===== src/rtl/edo_pkg.sv =====
package edo_pkg;

  typedef enum logic [3:0] {
    S_IDLE,
    S_RCAS,
    S_RRAS,
    S_ROW,
    S_COL,
    S_CAS,
    S_HOLD,
    S_PRE
  } seq_state_t;

  function automatic int row_bits(input int geom_8k);
    return (geom_8k != 0) ? 13 : 12;
  endfunction

  function automatic int col_bits(input int geom_8k);
    return (geom_8k != 0) ? 10 : 11;
  endfunction

  function automatic int window_ms(input int geom_8k);
    return (geom_8k != 0) ? 128 : 64;
  endfunction

  function automatic int max3(input int a, input int b, input int c);
    int m;
    m = (a > b) ? a : b;
    return (m > c) ? m : c;
  endfunction

endpackage


===== src/rtl/edo_timer.sv =====
module edo_timer #(
  parameter int INIT_CYC = 40000,
  parameter int REF_CYC  = 3125
) (
  input  logic clk,
  input  logic rst_n,
  input  logic ref_ack,
  output logic init_done,
  output logic ref_pend
);
  localparam int IW = $clog2(INIT_CYC + 1);
  localparam int RW = $clog2(REF_CYC + 1);
  localparam logic [IW-1:0] INIT_LAST = IW'(INIT_CYC - 1);
  localparam logic [RW-1:0] REF_LAST  = RW'(REF_CYC - 1);

  logic [IW-1:0] init_cnt;
  logic [RW-1:0] ref_cnt;

  always_ff @(posedge clk or negedge rst_n) begin
    if (!rst_n) begin
      init_cnt  <= '0;
      init_done <= 1'b0;
      ref_cnt   <= '0;
      ref_pend  <= 1'b0;
    end else if (!init_done) begin
      if (init_cnt == INIT_LAST) init_done <= 1'b1;
      init_cnt <= init_cnt + 1'b1;
    end else if (ref_cnt == REF_LAST) begin
      ref_cnt  <= '0;
      ref_pend <= 1'b1;
    end else begin
      ref_cnt <= ref_cnt + 1'b1;
      if (ref_ack) ref_pend <= 1'b0;
    end
  end
endmodule


===== src/rtl/edo_addr_split.sv =====
module edo_addr_split #(
  parameter int ROW_W = 12,
  parameter int COL_W = 11
) (
  input  logic [ROW_W+COL_W-1:0] flat_addr,
  output logic [ROW_W-1:0]       row,
  output logic [ROW_W-1:0]       col_ext
);
  assign row = flat_addr[ROW_W+COL_W-1:COL_W];

  generate
    if (ROW_W > COL_W) begin : g_pad
      assign col_ext = {{(ROW_W-COL_W){1'b0}}, flat_addr[COL_W-1:0]};
    end else begin : g_flat
      assign col_ext = flat_addr[ROW_W-1:0];
    end
  endgenerate
endmodule


===== src/rtl/edo_seq.sv =====
module edo_seq
  import edo_pkg::*;
#(
  parameter int ROW_W  = 12,
  parameter int DATA_W = 64,
  parameter int T_RCD  = 4,
  parameter int T_CAS  = 5,
  parameter int T_RAS  = 10,
  parameter int T_RP   = 6
) (
  input  logic              clk,
  input  logic              rst_n,
  input  logic              init_done,
  input  logic              ref_pend,
  output logic              ref_ack,
  input  logic              req_valid,
  output logic              req_ready,
  input  logic              req_wr,
  input  logic [ROW_W-1:0]  req_row,
  input  logic [ROW_W-1:0]  req_col,
  input  logic [DATA_W-1:0] req_wdata,
  output logic [ROW_W-1:0]  addr,
  output logic              ras_n,
  output logic              cas_n,
  output logic              we_n,
  output logic              oe_n,
  output logic [DATA_W-1:0] dq_o,
  output logic              dq_oe,
  input  logic [DATA_W-1:0] dq_i,
  output logic [DATA_W-1:0] rd_data,
  output logic              rd_valid
);
  localparam int CW   = $clog2(max3(T_RCD, T_CAS, T_RP) + 1);
  localparam int AW_C = $clog2(T_RAS + 1);
  localparam logic [CW-1:0]   RCD_LD = CW'(T_RCD - 1);
  localparam logic [CW-1:0]   CAS_LD = CW'(T_CAS - 1);
  localparam logic [CW-1:0]   RP_LD  = CW'(T_RP - 1);
  localparam logic [AW_C-1:0] RAS_LD = AW_C'(T_RAS - 1);
  localparam logic [3:0]      WAKE_N = 4'd8;

  seq_state_t        st;
  logic [CW-1:0]     cnt;
  logic [AW_C-1:0]   ras_cnt;
  logic [3:0]        wake;
  logic              wr_q;
  logic [ROW_W-1:0]  row_q, col_q;
  logic [DATA_W-1:0] wdata_q;
  logic              wake_done, ras_low, col_phase;

  assign wake_done = (wake == WAKE_N);
  assign req_ready = (st == S_IDLE) && init_done && wake_done && !ref_pend;
  assign ref_ack   = (st == S_IDLE) && init_done && (!wake_done || ref_pend);
  assign ras_low   = (st == S_ROW) || (st == S_COL) || (st == S_CAS) ||
                     (st == S_HOLD) || (st == S_RRAS);
  assign col_phase = (st == S_COL) || (st == S_CAS);

  always_ff @(posedge clk or negedge rst_n) begin
    if (!rst_n) begin
      st       <= S_IDLE;
      cnt      <= '0;
      ras_cnt  <= '0;
      wake     <= '0;
      wr_q     <= 1'b0;
      row_q    <= '0;
      col_q    <= '0;
      wdata_q  <= '0;
      rd_data  <= '0;
      rd_valid <= 1'b0;
    end else begin
      rd_valid <= 1'b0;
      if (ras_low && ras_cnt != '0) ras_cnt <= ras_cnt - 1'b1;
      case (st)
        S_IDLE: begin
          if (ref_ack) begin
            st <= S_RCAS;
            if (!wake_done) wake <= wake + 1'b1;
          end else if (req_valid && req_ready) begin
            st      <= S_ROW;
            cnt     <= RCD_LD;
            ras_cnt <= RAS_LD;
            wr_q    <= req_wr;
            row_q   <= req_row;
            col_q   <= req_col;
            wdata_q <= req_wdata;
          end
        end
        S_RCAS: begin
          st      <= S_RRAS;
          ras_cnt <= RAS_LD;
        end
        S_RRAS, S_HOLD: begin
          if (ras_cnt == '0) begin
            st  <= S_PRE;
            cnt <= RP_LD;
          end
        end
        S_ROW: begin
          if (cnt == '0) st <= S_COL;
          else cnt <= cnt - 1'b1;
        end
        S_COL: begin
          st  <= S_CAS;
          cnt <= CAS_LD;
        end
        S_CAS: begin
          if (cnt == '0) begin
            st <= S_HOLD;
            if (!wr_q) begin
              rd_data  <= dq_i;
              rd_valid <= 1'b1;
            end
          end else begin
            cnt <= cnt - 1'b1;
          end
        end
        S_PRE: begin
          if (cnt == '0) st <= S_IDLE;
          else cnt <= cnt - 1'b1;
        end
        default: st <= S_IDLE;
      endcase
    end
  end

  assign ras_n = !ras_low;
  assign cas_n = !((st == S_CAS) || (st == S_RCAS) || (st == S_RRAS));
  assign we_n  = !(wr_q && col_phase);
  assign oe_n  = !(!wr_q && (st == S_CAS));
  assign dq_oe = wr_q && col_phase;
  assign dq_o  = wdata_q;
  assign addr  = (st == S_ROW) ? row_q : col_q;
endmodule


===== src/rtl/edo_ctrl.sv =====
module edo_ctrl
  import edo_pkg::*;
#(
  parameter int CLK_MHZ = 200,
  parameter int GEOM_8K = 0,
  parameter int INIT_US = 200,
  parameter int DATA_W  = 64,
  parameter int T_RCD   = 4,
  parameter int T_CAS   = 5,
  parameter int T_RAS   = 10,
  parameter int T_RP    = 6,
  localparam int ROW_W  = row_bits(GEOM_8K),
  localparam int COL_W  = col_bits(GEOM_8K),
  localparam int HA_W   = ROW_W + COL_W
) (
  input  logic              clk,
  input  logic              rst_n,
  input  logic              host_valid,
  output logic              host_ready,
  input  logic              host_wr,
  input  logic [HA_W-1:0]   host_addr,
  input  logic [DATA_W-1:0] host_wdata,
  output logic [DATA_W-1:0] host_rdata,
  output logic              host_rvalid,
  output logic [ROW_W-1:0]  dram_addr,
  output logic              dram_ras_n,
  output logic              dram_cas_n,
  output logic              dram_we_n,
  output logic              dram_oe_n,
  output logic [DATA_W-1:0] dram_dq_o,
  output logic              dram_dq_oe,
  input  logic [DATA_W-1:0] dram_dq_i
);
  localparam int INIT_CYC = INIT_US * CLK_MHZ;
  localparam int REF_CYC  = (CLK_MHZ * 1000 * window_ms(GEOM_8K)) >> ROW_W;

  logic             init_done, ref_pend, ref_ack;
  logic [ROW_W-1:0] req_row, req_col;

  edo_timer #(.INIT_CYC(INIT_CYC), .REF_CYC(REF_CYC)) i_timer (
    .clk(clk), .rst_n(rst_n), .ref_ack(ref_ack),
    .init_done(init_done), .ref_pend(ref_pend)
  );

  edo_addr_split #(.ROW_W(ROW_W), .COL_W(COL_W)) i_split (
    .flat_addr(host_addr), .row(req_row), .col_ext(req_col)
  );

  edo_seq #(
    .ROW_W(ROW_W), .DATA_W(DATA_W), .T_RCD(T_RCD), .T_CAS(T_CAS),
    .T_RAS(T_RAS), .T_RP(T_RP)
  ) i_seq (
    .clk(clk), .rst_n(rst_n),
    .init_done(init_done), .ref_pend(ref_pend), .ref_ack(ref_ack),
    .req_valid(host_valid), .req_ready(host_ready), .req_wr(host_wr),
    .req_row(req_row), .req_col(req_col), .req_wdata(host_wdata),
    .addr(dram_addr), .ras_n(dram_ras_n), .cas_n(dram_cas_n),
    .we_n(dram_we_n), .oe_n(dram_oe_n), .dq_o(dram_dq_o),
    .dq_oe(dram_dq_oe), .dq_i(dram_dq_i),
    .rd_data(host_rdata), .rd_valid(host_rvalid)
  );
endmodule


===== config.mk =====
export PLATFORM = sky130hd
export DESIGN_NAME = edo_ctrl
export DESIGN_NICKNAME = d
export VERILOG_FILES = /design/src/rtl/edo_pkg.sv /design/src/rtl/edo_timer.sv /design/src/rtl/edo_addr_split.sv /design/src/rtl/edo_seq.sv /design/src/rtl/edo_ctrl.sv
export SDC_FILE = /design/constraint.sdc
export NUM_CORES = 1
export LEC_CHECK = 0
export BUFFER_PORTS_ARGS = -buffer_cell sky130_fd_sc_hd__buf_2
export CAP_MARGIN = 20
export CORE_UTILIZATION = 25
export DETAILED_ROUTE_END_ITERATION = 7
export PLACE_DENSITY = 0.49
export SKIP_LAST_GASP = 1
export SLEW_MARGIN = 20
export SYNTH_ARGS = -nofsm -noshare
export SYNTH_HDL_FRONTEND = slang
export SYNTH_SLANG_ARGS = --single-unit

===== constraint.sdc =====
create_clock -name clk -period 3 [get_ports clk]
set_input_delay 0.3 -clock clk [delete_from_list [all_inputs] [get_ports clk]]
set_output_delay 0.3 -clock clk [all_outputs]
set_load 0.1 [all_outputs]

==> results.md, run 1 <==
- Status: finished, final reports clean
- Count leader, synth: dfrtp_1
- Worst Tran Pin Value: 920 ps
- Max VDD drop: 368 µV
- Achievable Freq: 383 MHz
- I/O pin total: 302
- Antenna violations before repair: 2
- Post-route ant nets: 0
- Post-DR wirelength/cell: 14.8 µm
- Synthesis-stage register bit count: 197
- Vias in the first global route: 5726
- Share of layout cells above drive strength 1: 0.575
- Final hold vios: 0
- Synthesized area: 8190 µm²
- Placed instance area: 10500 µm²
- CTS root buf: clkbuf_16
- Layout Skew: 8.95 ps
- First-pass GRT wire length: 30900 µm
- Worst-Skew Late Latency: 440 ps
- Routability cong.: 0.738
- Worst path slowest cell: or4bb_1
- Row count: 65
- Ys Warns: 0
- Crit path kind: flop to output pin
- Async SR Flop Fraction: 1.00
- Worst min path class: primary input to flop
- Setup-failing EPs final: 0
- Post-synthesis cell count: 575
- Mapped Nets: 738
- RSZ-0062 raised after global routing: false
- Starting DRT DRC Count: 177
- Synth top area cells: dfrtp_1 (60%), mux2_2 (20%), mux2_4 (3.7%)
- Vias per cell: 4.19
- Clock Path Buffers: 2
- Clk slew on worst S/H paths: 70 ps
- Synth Flop Type: dfrtp_1
- Final setup TNS: 0 ps
- Cell area power density: 520 nW/µm²
- Core area: 31900 µm²
- Synth top cells by count: dfrtp_1 (197), mux2_2 (146), nand2_1 (22), xnor2_1 (21), mux2_4 (20)
- Final instance area: 11100 µm²
- Sequential fraction of the synthesis area: 0.602
- CP Capture Type: output pin
- Final Cycle Share: 0.871
- Cells after DPL: 1298
- Die W: 183 µm
- Max H-tree Level: 4
- Area growth syn-to-layout: 35.7%
- Die Y: 183 µm
- Initial Utilization: 0.257
- Largest net degree at the start of global routing: 63
- Clock tree from TritonCTS: done
- Via count: 5575
- Slew HR: 0.379
- Drt pass-1 iters: 4
- Worst setup SP type: flop
- Worst EP required: 2700 ps
- Share of the synthesized area in the top cell type: 0.602
- Post-CTS Setup Repair Bufs: 0
- DRC violations left: 0
- Max-cap violations: 0
- Total grt overflow: 0
- CP max stage delay: 580 ps
- Post-Route WL: 19800 µm
- Util after Layout: 0.349
- I/O Buffers: 301
- Finished Layout Cells: 1331
- Leak: 5.73 nW
- Sink Count: 197
- GRT Overall Usage: 0.120
- Final setup margin: 388 ps
- Place WS: 545 ps
- Hold WS: 85.3 ps
- # nets final: 1046
- EDFF count, synth: 0
- Synth unique cells: 48
- Cell accounting for the most synthesized area: dfrtp_1
- Average size of a mapped cell: 14.2 µm²
- Worst EP arrival: 2310 ps
- CP cell instances: inv_1 > ha_1 > or4bb_1 > nor2_4 > buf_2
- Slew Viols, Final: 0
- Die area: 33500 µm²
- CP max FO: 4
- Num CTS Buffers: 17
- Tot Pwr: 5.77 mW
- Min cycle time layout: 2610 ps
- Post-DP HPWL: 14500 µm
critical path: cells and delay by family (launching register included):
kind	cells	cell delay [ps]
adders and majority gates	1	200
and+or+nand+nor	2	740
DFF	1	420
buffers and inverters	2	520
flip-flops by register name (all words and copies together) (netlist names):
register,flops
i_seq.col_q,11
i_timer.ref_cnt,12
i_seq.cnt,3
i_seq.wake,4
i_timer.ref_pend,1
i_seq.wr_q,1
i_seq.st,3
i_seq.dq_o,64
i_timer.init_done,1
i_timer.init_cnt,16
i_seq.ras_cnt,4
i_seq.row_q,12
i_seq.rd_valid,1
i_seq.rd_data,64
cell usage in the layout (no fill, tap or decap), drive strengths merged, types with 2 or more instances in the layout:
cell type	count
buf	312
dfrtp	197
mux2	166
nand2	23
xnor2	21
clkbuf	21
inv	20
nor2	17
nand3	11
o21ai	10
ha	8
a21oi	7
nand4	7
nor2b	5
xor2	5
or3	5
and3	4
nor4	4
nor3b	4
bufinv	4
clkinv	4
o211ai	3
nand3b	3
nor3	3
or2	3
nor4bb	2
mux2i	2
and4	2
and2	2
o22ai	2
a21o	2
nand2b	2
path summary, 6_finish.rpt:
kind / slack, ps / end / cells after the start / start
max: 390 / host_ready / 5 / i_seq.wake[0]$_DFFE_PN0P_
min: 90 / i_seq.dq_o[32]$_DFFE_PN0P_ / 2 / host_wdata[32]
max reg2reg: 550 / i_seq.col_q[2]$_DFFE_PN0P_ / 7 / i_seq.wake[0]$_DFFE_PN0P_
min reg2reg: 470 / i_timer.init_cnt[5]$_DFFE_PN0N_ / 1 / i_timer.init_cnt[5]$_DFFE_PN0N_
max in group asynchronous: 1830 / i_seq.rd_data[48]$_DFFE_PN0P_ / 3 / rst_n
min in group asynchronous: 430 / i_seq.rd_data[13]$_DFFE_PN0P_ / 2 / rst_n
logic make-up (layout without fill, tap and decap cells):
kind of cell / after synthesis / in the layout / synth area share
xor+xnor: 26 / 26 / 0.0278
other cells: 0 / 1 / 0
mux: 168 / 168 / 0.240
fa+ha+maj: 8 / 8 / 0.0122
simple gates: 101 / 101 / 0.0686
flops: 197 / 197 / 0.602
compound gates: 32 / 32 / 0.0252
buf+inv: 43 / 363 / 0.0243
final cells by class:
class                      instances  area [µm²]
fill                            3247       20800
sequential                       197        4930
multi-input combinational        335        3070
timing repair buffer             314        1870
tap                              435         544
clock buffer                      20         457
clock inverter                    11         173
inverter                          18        67.6
antenna                            1        2.50
per-layer routing:
metal / wire length, µm / GRT usage / vias to the layer above
met5: 13 / 0 / -
met4: 195 / 0.0343 / 2
met3: 1770 / 0.0486 / 18
met2: 9460 / 0.203 / 222
met1: 8310 / 0.139 / 2693
li1: - / - / 2640
timing repair:
| item | CTS | global route |
|---|---|---|
| setup endpoints to repair | 0 | 0 |
| endpoints found under the hold margin | 59 | 0 |
| gates resized for setup | 0 | 0 |
| hold buffers | 1 | 0 |
power breakdown:
part           leakage [nW]  switching, mW  internal, mW  total, mW
registers              2.58         0.0202          2.70       2.72
logic                  2.84          0.445         0.139      0.584
clock network         0.307           1.03          1.44       2.47
total                  5.73           1.49          4.28       5.77
Note: power is estimated with default switching activity, not from simulation.
==> inputs of run 2 (changes only) <==
--- a/config.mk
+++ b/config.mk
@@ -6,7 +6,7 @@
 export NUM_CORES = 1
 export LEC_CHECK = 0
 export BUFFER_PORTS_ARGS = -buffer_cell sky130_fd_sc_hd__buf_2
-export CAP_MARGIN = 20
+export CAP_MARGIN = 30
 export CORE_UTILIZATION = 25
 export DETAILED_ROUTE_END_ITERATION = 7
 export PLACE_DENSITY = 0.49
==> constraint.sdc (replaced) <==
create_clock -name clk -period 3 [get_ports clk]
set_input_delay 0.3 -clock clk [delete_from_list [all_inputs] [get_ports clk]]
set_output_delay 0.3 -clock clk [all_outputs]
set_load 0.005 [all_outputs]
==> run 2 against run 1 <==
Compared with the run above:
- fmax is 7.3% higher
- routed wire length is 0.47% lower
- clock power is 4% lower
- worst hold slack hardly changed
- register-to-register slack better by 20 ps
- critical endpoint is now i_seq.col_q[7]$_DFFE_PN0P_
- largest cell class unchanged
==> results.md, run 2 (synthesis results as in run 1) <==
- Top Metal Used: met4
- Initial Utilization: 0.257
- Largest net degree at the start of global routing: 84
- Drt pass-1 iters: 5
- Worst min path class: primary input to flop
- R2r setup slk: 570 ps
- Vias in the first global route: 5578
- CTS root buf: clkbuf_16
- Area growth syn-to-layout: 32.5%
- Share of layout cells above drive strength 1: 0.572
- I/O pin total: 302
- Cell area power density: 492 nW/µm²
- Via count: 5540
- Diodes inserted: 0
- Sink Count: 197
- Met2 wire length: 9450 µm
- Most frequent cells in the layout: buf_2 (300), dfrtp_1 (197), mux2_2 (146)
- I/O Buffers: 301
- CP Capture Type: flop
- Post-DR wirelength/cell: 14.8 µm
- Setup-failing EPs final: 0
- Worst-Skew Late Latency: 440 ps
- Register area: 4930 µm²
- Die Y: 183 µm
- WHS Path Cells: 2
- Starting DRT DRC Count: 187
- Worst min-delay path startpoint: host_wdata[61]
- Die W: 183 µm
- # nets final: 1043
- Post-DP HPWL: 14300 µm
- Row count: 65
- Core area: 31900 µm²
- Leak: 5.66 nW
- Min cycle time layout: 2430 ps
- WL met1: 8370 µm
- Worst EP arrival: 2760 ps
- Util after Layout: 0.340
- RSZ-0062 raised after global routing: false
- Final Cycle Share: 0.811
- Met3 routed WL: 1610 µm
- DRC violations left: 0
- GRT Overall Usage: 0.117
- Post-CTS Setup Repair Bufs: 0
- CP max FO: 72
- Final hold vios: 0
- Antenna violations before repair: 0
- Achievable Freq: 411 MHz
- Num CTS Buffers: 17
- Max VDD drop: 374 µV
- Slew HR: 0.384
- Commonest non-fill, non-tap cell in the layout: buf_2
- Post-Route WL: 19700 µm
- WHS Endpoint: i_seq.dq_o[61]$_DFFE_PN0P_
- FF-to-FF End: i_seq.col_q[7]$_DFFE_PN0P_
- Final setup TNS: 0 ps
- Status: finished, final reports clean
- Worst Tran Pin Value: 912 ps
- Worst setup SP type: flop
- Clock Path Buffers: 2
- Post-route ant nets: 0
- Layout Skew: 19.9 ps
- Die area: 33500 µm²
- Total grt overflow: 0
- Clk slew on worst S/H paths: 80 ps
- Slew Viols, Final: 0
- Routability cong.: 0.723
- Worst EP required: 3330 ps
- Max-cap violations: 0
- Fillcell total: 3265
- First-pass GRT wire length: 30500 µm
- Vias per cell: 4.17
- Crit path kind: flop to flop
- Area of the multi-input gates: 3070 µm²
- R2R cell count: 7
- Max H-tree Level: 4
- R2R Path Start: i_seq.wake[0]$_DFFE_PN0P_
- Clock tree from TritonCTS: done
## run 2: cell count changes in the layout (fill, tap and decap cells not counted)
cell,before,now
bufinv_16,4,3
buf_12,18,4
clkinvlp_4,1,0
diode_2,1,0
buf_4,6,5
clkbuf_1,1,3
inv_8,0,1
clkbuf_8,3,2
buf_2,288,300
## run 2: per-layer routing
metal | vias up | global-route usage
met5 | - | 0
met4 | 0 | 0.0363
met3 | 15 | 0.0427
met2 | 220 | 0.196
met1 | 2665 | 0.140
li1 | 2640 | -
## run 2: per-stage QoR
step           power, mW  hold slack, ps  cell area, µm²  setup slack (ps)  instances
2_1_floorplan       2.81            4.41            8190               875        575
3_3_place_gp        3.03             422           10200               585       1295
3_5_place_dp        3.03             416           10200               551       1295
4_1_cts             5.46            47.9           10800               573       1327
5_1_grt             5.60            52.8           10800               450       1327
6_report            5.34            85.0           10800               567       1327
## run 2: what timing repair did
item	CTS	global route
hold buffers	1	0
resized for setup	0	0
hold endpoints to repair	80	0
## run 2: layout make-up
type | count | area share
inverters | 18 | 0.00623
multi-input cells | 335 | 0.283
clock buffers | 21 | 0.0415
clock inverters | 10 | 0.0135
repair buffers | 311 | 0.151
well taps | 435 | 0.0502
flip-flops and latches | 197 | 0.454
## run 2: worst max-delay path, stage by stage (launching register included)
cell	delay, ps
dfrtp_1	410
inv_1	70
ha_1	190
or4bb_1	570
nor2_4	160
nand2_4	200
buf_12	290
mux2_4	350
## run 2: worst max path at each step
stage	start	to	cells after the start	slack [ps]
after CTS	i_seq.wake[0]$_DFFE_PN0P_	i_seq.col_q[8]$_DFFE_PN0P_	7	570
final	i_seq.wake[0]$_DFFE_PN0P_	i_seq.col_q[7]$_DFFE_PN0P_	7	570
after global placement	i_seq.wake[0]$_DFFE_PN0P_	i_seq.col_q[7]$_DFFE_PN0P_	7	590
after floorplan	i_seq.wake[0]$_DFFE_PN0P_	i_seq.col_q[0]$_DFFE_PN0P_	8	880
after global routing	i_seq.wake[0]$_DFFE_PN0P_	i_seq.col_q[7]$_DFFE_PN0P_	7	450
after detailed placement	i_seq.wake[0]$_DFFE_PN0P_	i_seq.col_q[8]$_DFFE_PN0P_	7	550
## run 2: where the power goes
group	switching (mW)	total, mW	internal (mW)
clock network	1.03	2.37	1.34
logic	0.117	0.255	0.138
registers	0.0201	2.72	2.70
==> inputs of run 3 (changes only) <==
==> constraint.sdc (replaced) <==
create_clock -name clk -period 2.36 [get_ports clk]
set_input_delay 0.236 -clock clk [delete_from_list [all_inputs] [get_ports clk]]
set_output_delay 0.236 -clock clk [all_outputs]
set_load 0.005 [all_outputs]
==> run 3 against run 2 <==
Compared with the run above:
- flip-flop and latch count unchanged
- sequential share of layout area down 4.3 points
- clock-buffer cell count down 2
- final cell count up 8.9%
- combinational power up 86%
- largest power group unchanged
- clock power up 23%
- critical endpoint is now host_ready
- register-to-register slack worse by 380 ps
- die area unchanged
==> results.md, run 3 (synthesis results as in run 1) <==
- Status: finished, final reports clean
- Worst min-delay path startpoint: host_wdata[20]
- Worst Tran Pin Value: 642 ps
- Psw: 1.60 mW
- Total grt overflow: 0
- Die Y: 183 µm
- Vias in the first global route: 6296
- Clk slew on worst S/H paths: 80 ps
- R2R Path Start: i_seq.wake[0]$_DFFE_PN0P_
- Largest net degree at the start of global routing: 70
- WHS Path Cells: 2
- Via count: 5984
- Leak: 6.15 nW
- Die W: 183 µm
- Final setup TNS: 0 ps
- Crit path kind: flop to output pin
- Post-route ant nets: 0
- R2r setup slk: 190 ps
- Area of the multi-input gates: 3070 µm²
- Layout Skew: 12.1 ps
- Most frequent cells in the layout: buf_2 (300), dfrtp_1 (197), mux2_2 (146)
- Achievable Freq: 446 MHz
- Max H-tree Level: 4
- Vias per cell: 4.14
- Post-Route WL: 20800 µm
- Post-DP HPWL: 14600 µm
- Seq pwr share: 0.505
- GRT Overall Usage: 0.126
- Worst setup SP type: flop
- Slew Viols, Final: 0
- Clk pwr share: 0.426
- FF-to-FF End: i_seq.col_q[3]$_DFFE_PN0P_
- Num CTS Buffers: 17
- Clock Path Buffers: 2
- Post-DR wirelength/cell: 14.4 µm
- Sink Count: 197
- Share of layout cells above drive strength 1: 0.517
- Min cycle time layout: 2240 ps
- WHS Endpoint: i_seq.dq_o[20]$_DFFE_PN0P_
- Core area: 31900 µm²
- Max VDD drop: 530 µV
- # nets final: 1159
- Worst-Skew Late Latency: 440 ps
- RSZ-0062 raised after global routing: false
- Die area: 33500 µm²
- Commonest non-fill, non-tap cell in the layout: buf_2
- Finished Layout Cells: 1445
- Combinational power share: 0.069
- Cells after DPL: 1303
- Setup-failing EPs final: 0
- DRC violations left: 0
- Slew HR: 0.569
- R2R cell count: 7
- Row count: 65
- I/O Buffers: 301
- Starting DRT DRC Count: 207
- Antenna violations before repair: 2
- Post-CTS resize count: 0
- Sw Share: 0.233
- Cell area power density: 571 nW/µm²
- CP Capture Type: output pin
- Worst min path class: primary input to flop
- Area growth syn-to-layout: 46.4%
- Max-cap violations: 0
- Initial Utilization: 0.257
- Final Cycle Share: 0.951
- Register area: 4930 µm²
- Final hold vios: 0
- CTS root buf: clkbuf_16
- Clock tree from TritonCTS: done
- Routability cong.: 0.738
- CP max FO: 4
- First-pass GRT wire length: 33000 µm
- Worst EP required: 2120 ps
- Worst EP arrival: 2010 ps
- Fillcell total: 3137
- I/O pin total: 302
- Pint: 5.25 mW
- Drt pass-1 iters: 4
run 3: changes by cell type in the layout (fill, tap and decap cells not counted), moves of 2 or more:
cell,previous run,this run
buf_4,5,12
bufinv_16,3,1
clkbuf_1,3,1
clkinv_8,0,2
clkinvlp_4,0,2
dlygate4sd3_1,1,108
run 3: critical path, cell delays in order (launching register included):
cell and delay (ps):
dfrtp_1 420, inv_1 80, ha_1 190, or4bb_1 580
nor2_4 170, buf_2 150
run 3: through the flow:
stage / utilization / cell area, µm² / total power [mW] / hold WS (ps) / setup slack, ps
floorplan: - / 8190 / 3.58 / -59.6 / 235
global placement: 0.324 / 10300 / 3.86 / 305 / 213
detailed placement: 0.324 / 10300 / 3.86 / 316 / 184
CTS: 0.376 / 12000 / 7.00 / 0.0119 / 78.3
global route: 0.376 / 12000 / 7.15 / 6.49 / 14.8
finish: 0.376 / 12000 / 6.84 / 30.3 / 116
run 3: timing repair:
action,4_1_cts,5_1_grt
buffers inserted,0,0
hold buffers,108,0
hold endpoints to repair,168,0
run 3: worst max-delay path by stage:
stage	from	cells after the start	slack (ps)	end
2_1_floorplan	i_seq.wake[0]$_DFFE_PN0P_	8	240	i_seq.col_q[0]$_DFFE_PN0P_
3_3_place_gp	i_seq.wake[0]$_DFFE_PN0P_	7	210	i_seq.col_q[3]$_DFFE_PN0P_
3_5_place_dp	i_seq.wake[0]$_DFFE_PN0P_	7	180	i_seq.col_q[2]$_DFFE_PN0P_
4_1_cts	i_seq.wake[0]$_DFFE_PN0P_	5	80	host_ready
5_1_grt	i_seq.wake[0]$_DFFE_PN0P_	5	10	host_ready
6_report	i_seq.wake[0]$_DFFE_PN0P_	5	120	host_ready
run 3: power groups by stage:
| stage | clock (mW) | combinational (mW) | sequential [mW] |
|---|---|---|---|
| floorplan | 0 | 0.0503 | 3.53 |
| global placement | 0 | 0.342 | 3.52 |
| detailed placement | 0 | 0.343 | 3.52 |
| CTS | 3.05 | 0.488 | 3.45 |
| global route | 3.16 | 0.531 | 3.46 |
| finish | 2.91 | 0.475 | 3.45 |
run 3: final cells by class:
class / instances / area share
multi-input cells: 335 / 0.256
clock inverters: 13 / 0.0121
inverters: 18 / 0.00563
diodes: 1 / 0.000209
clock buffers: 19 / 0.0369
flip-flops and latches: 197 / 0.411
repair buffers: 427 / 0.233
well taps: 435 / 0.0454
run 3: routing by layer:
metal	global-route usage	part of all wire
met1	0.148	0.42
met2	0.218	0.49
met5	0	0.00063
met4	0.0460	0.016
met3	0.0377	0.073
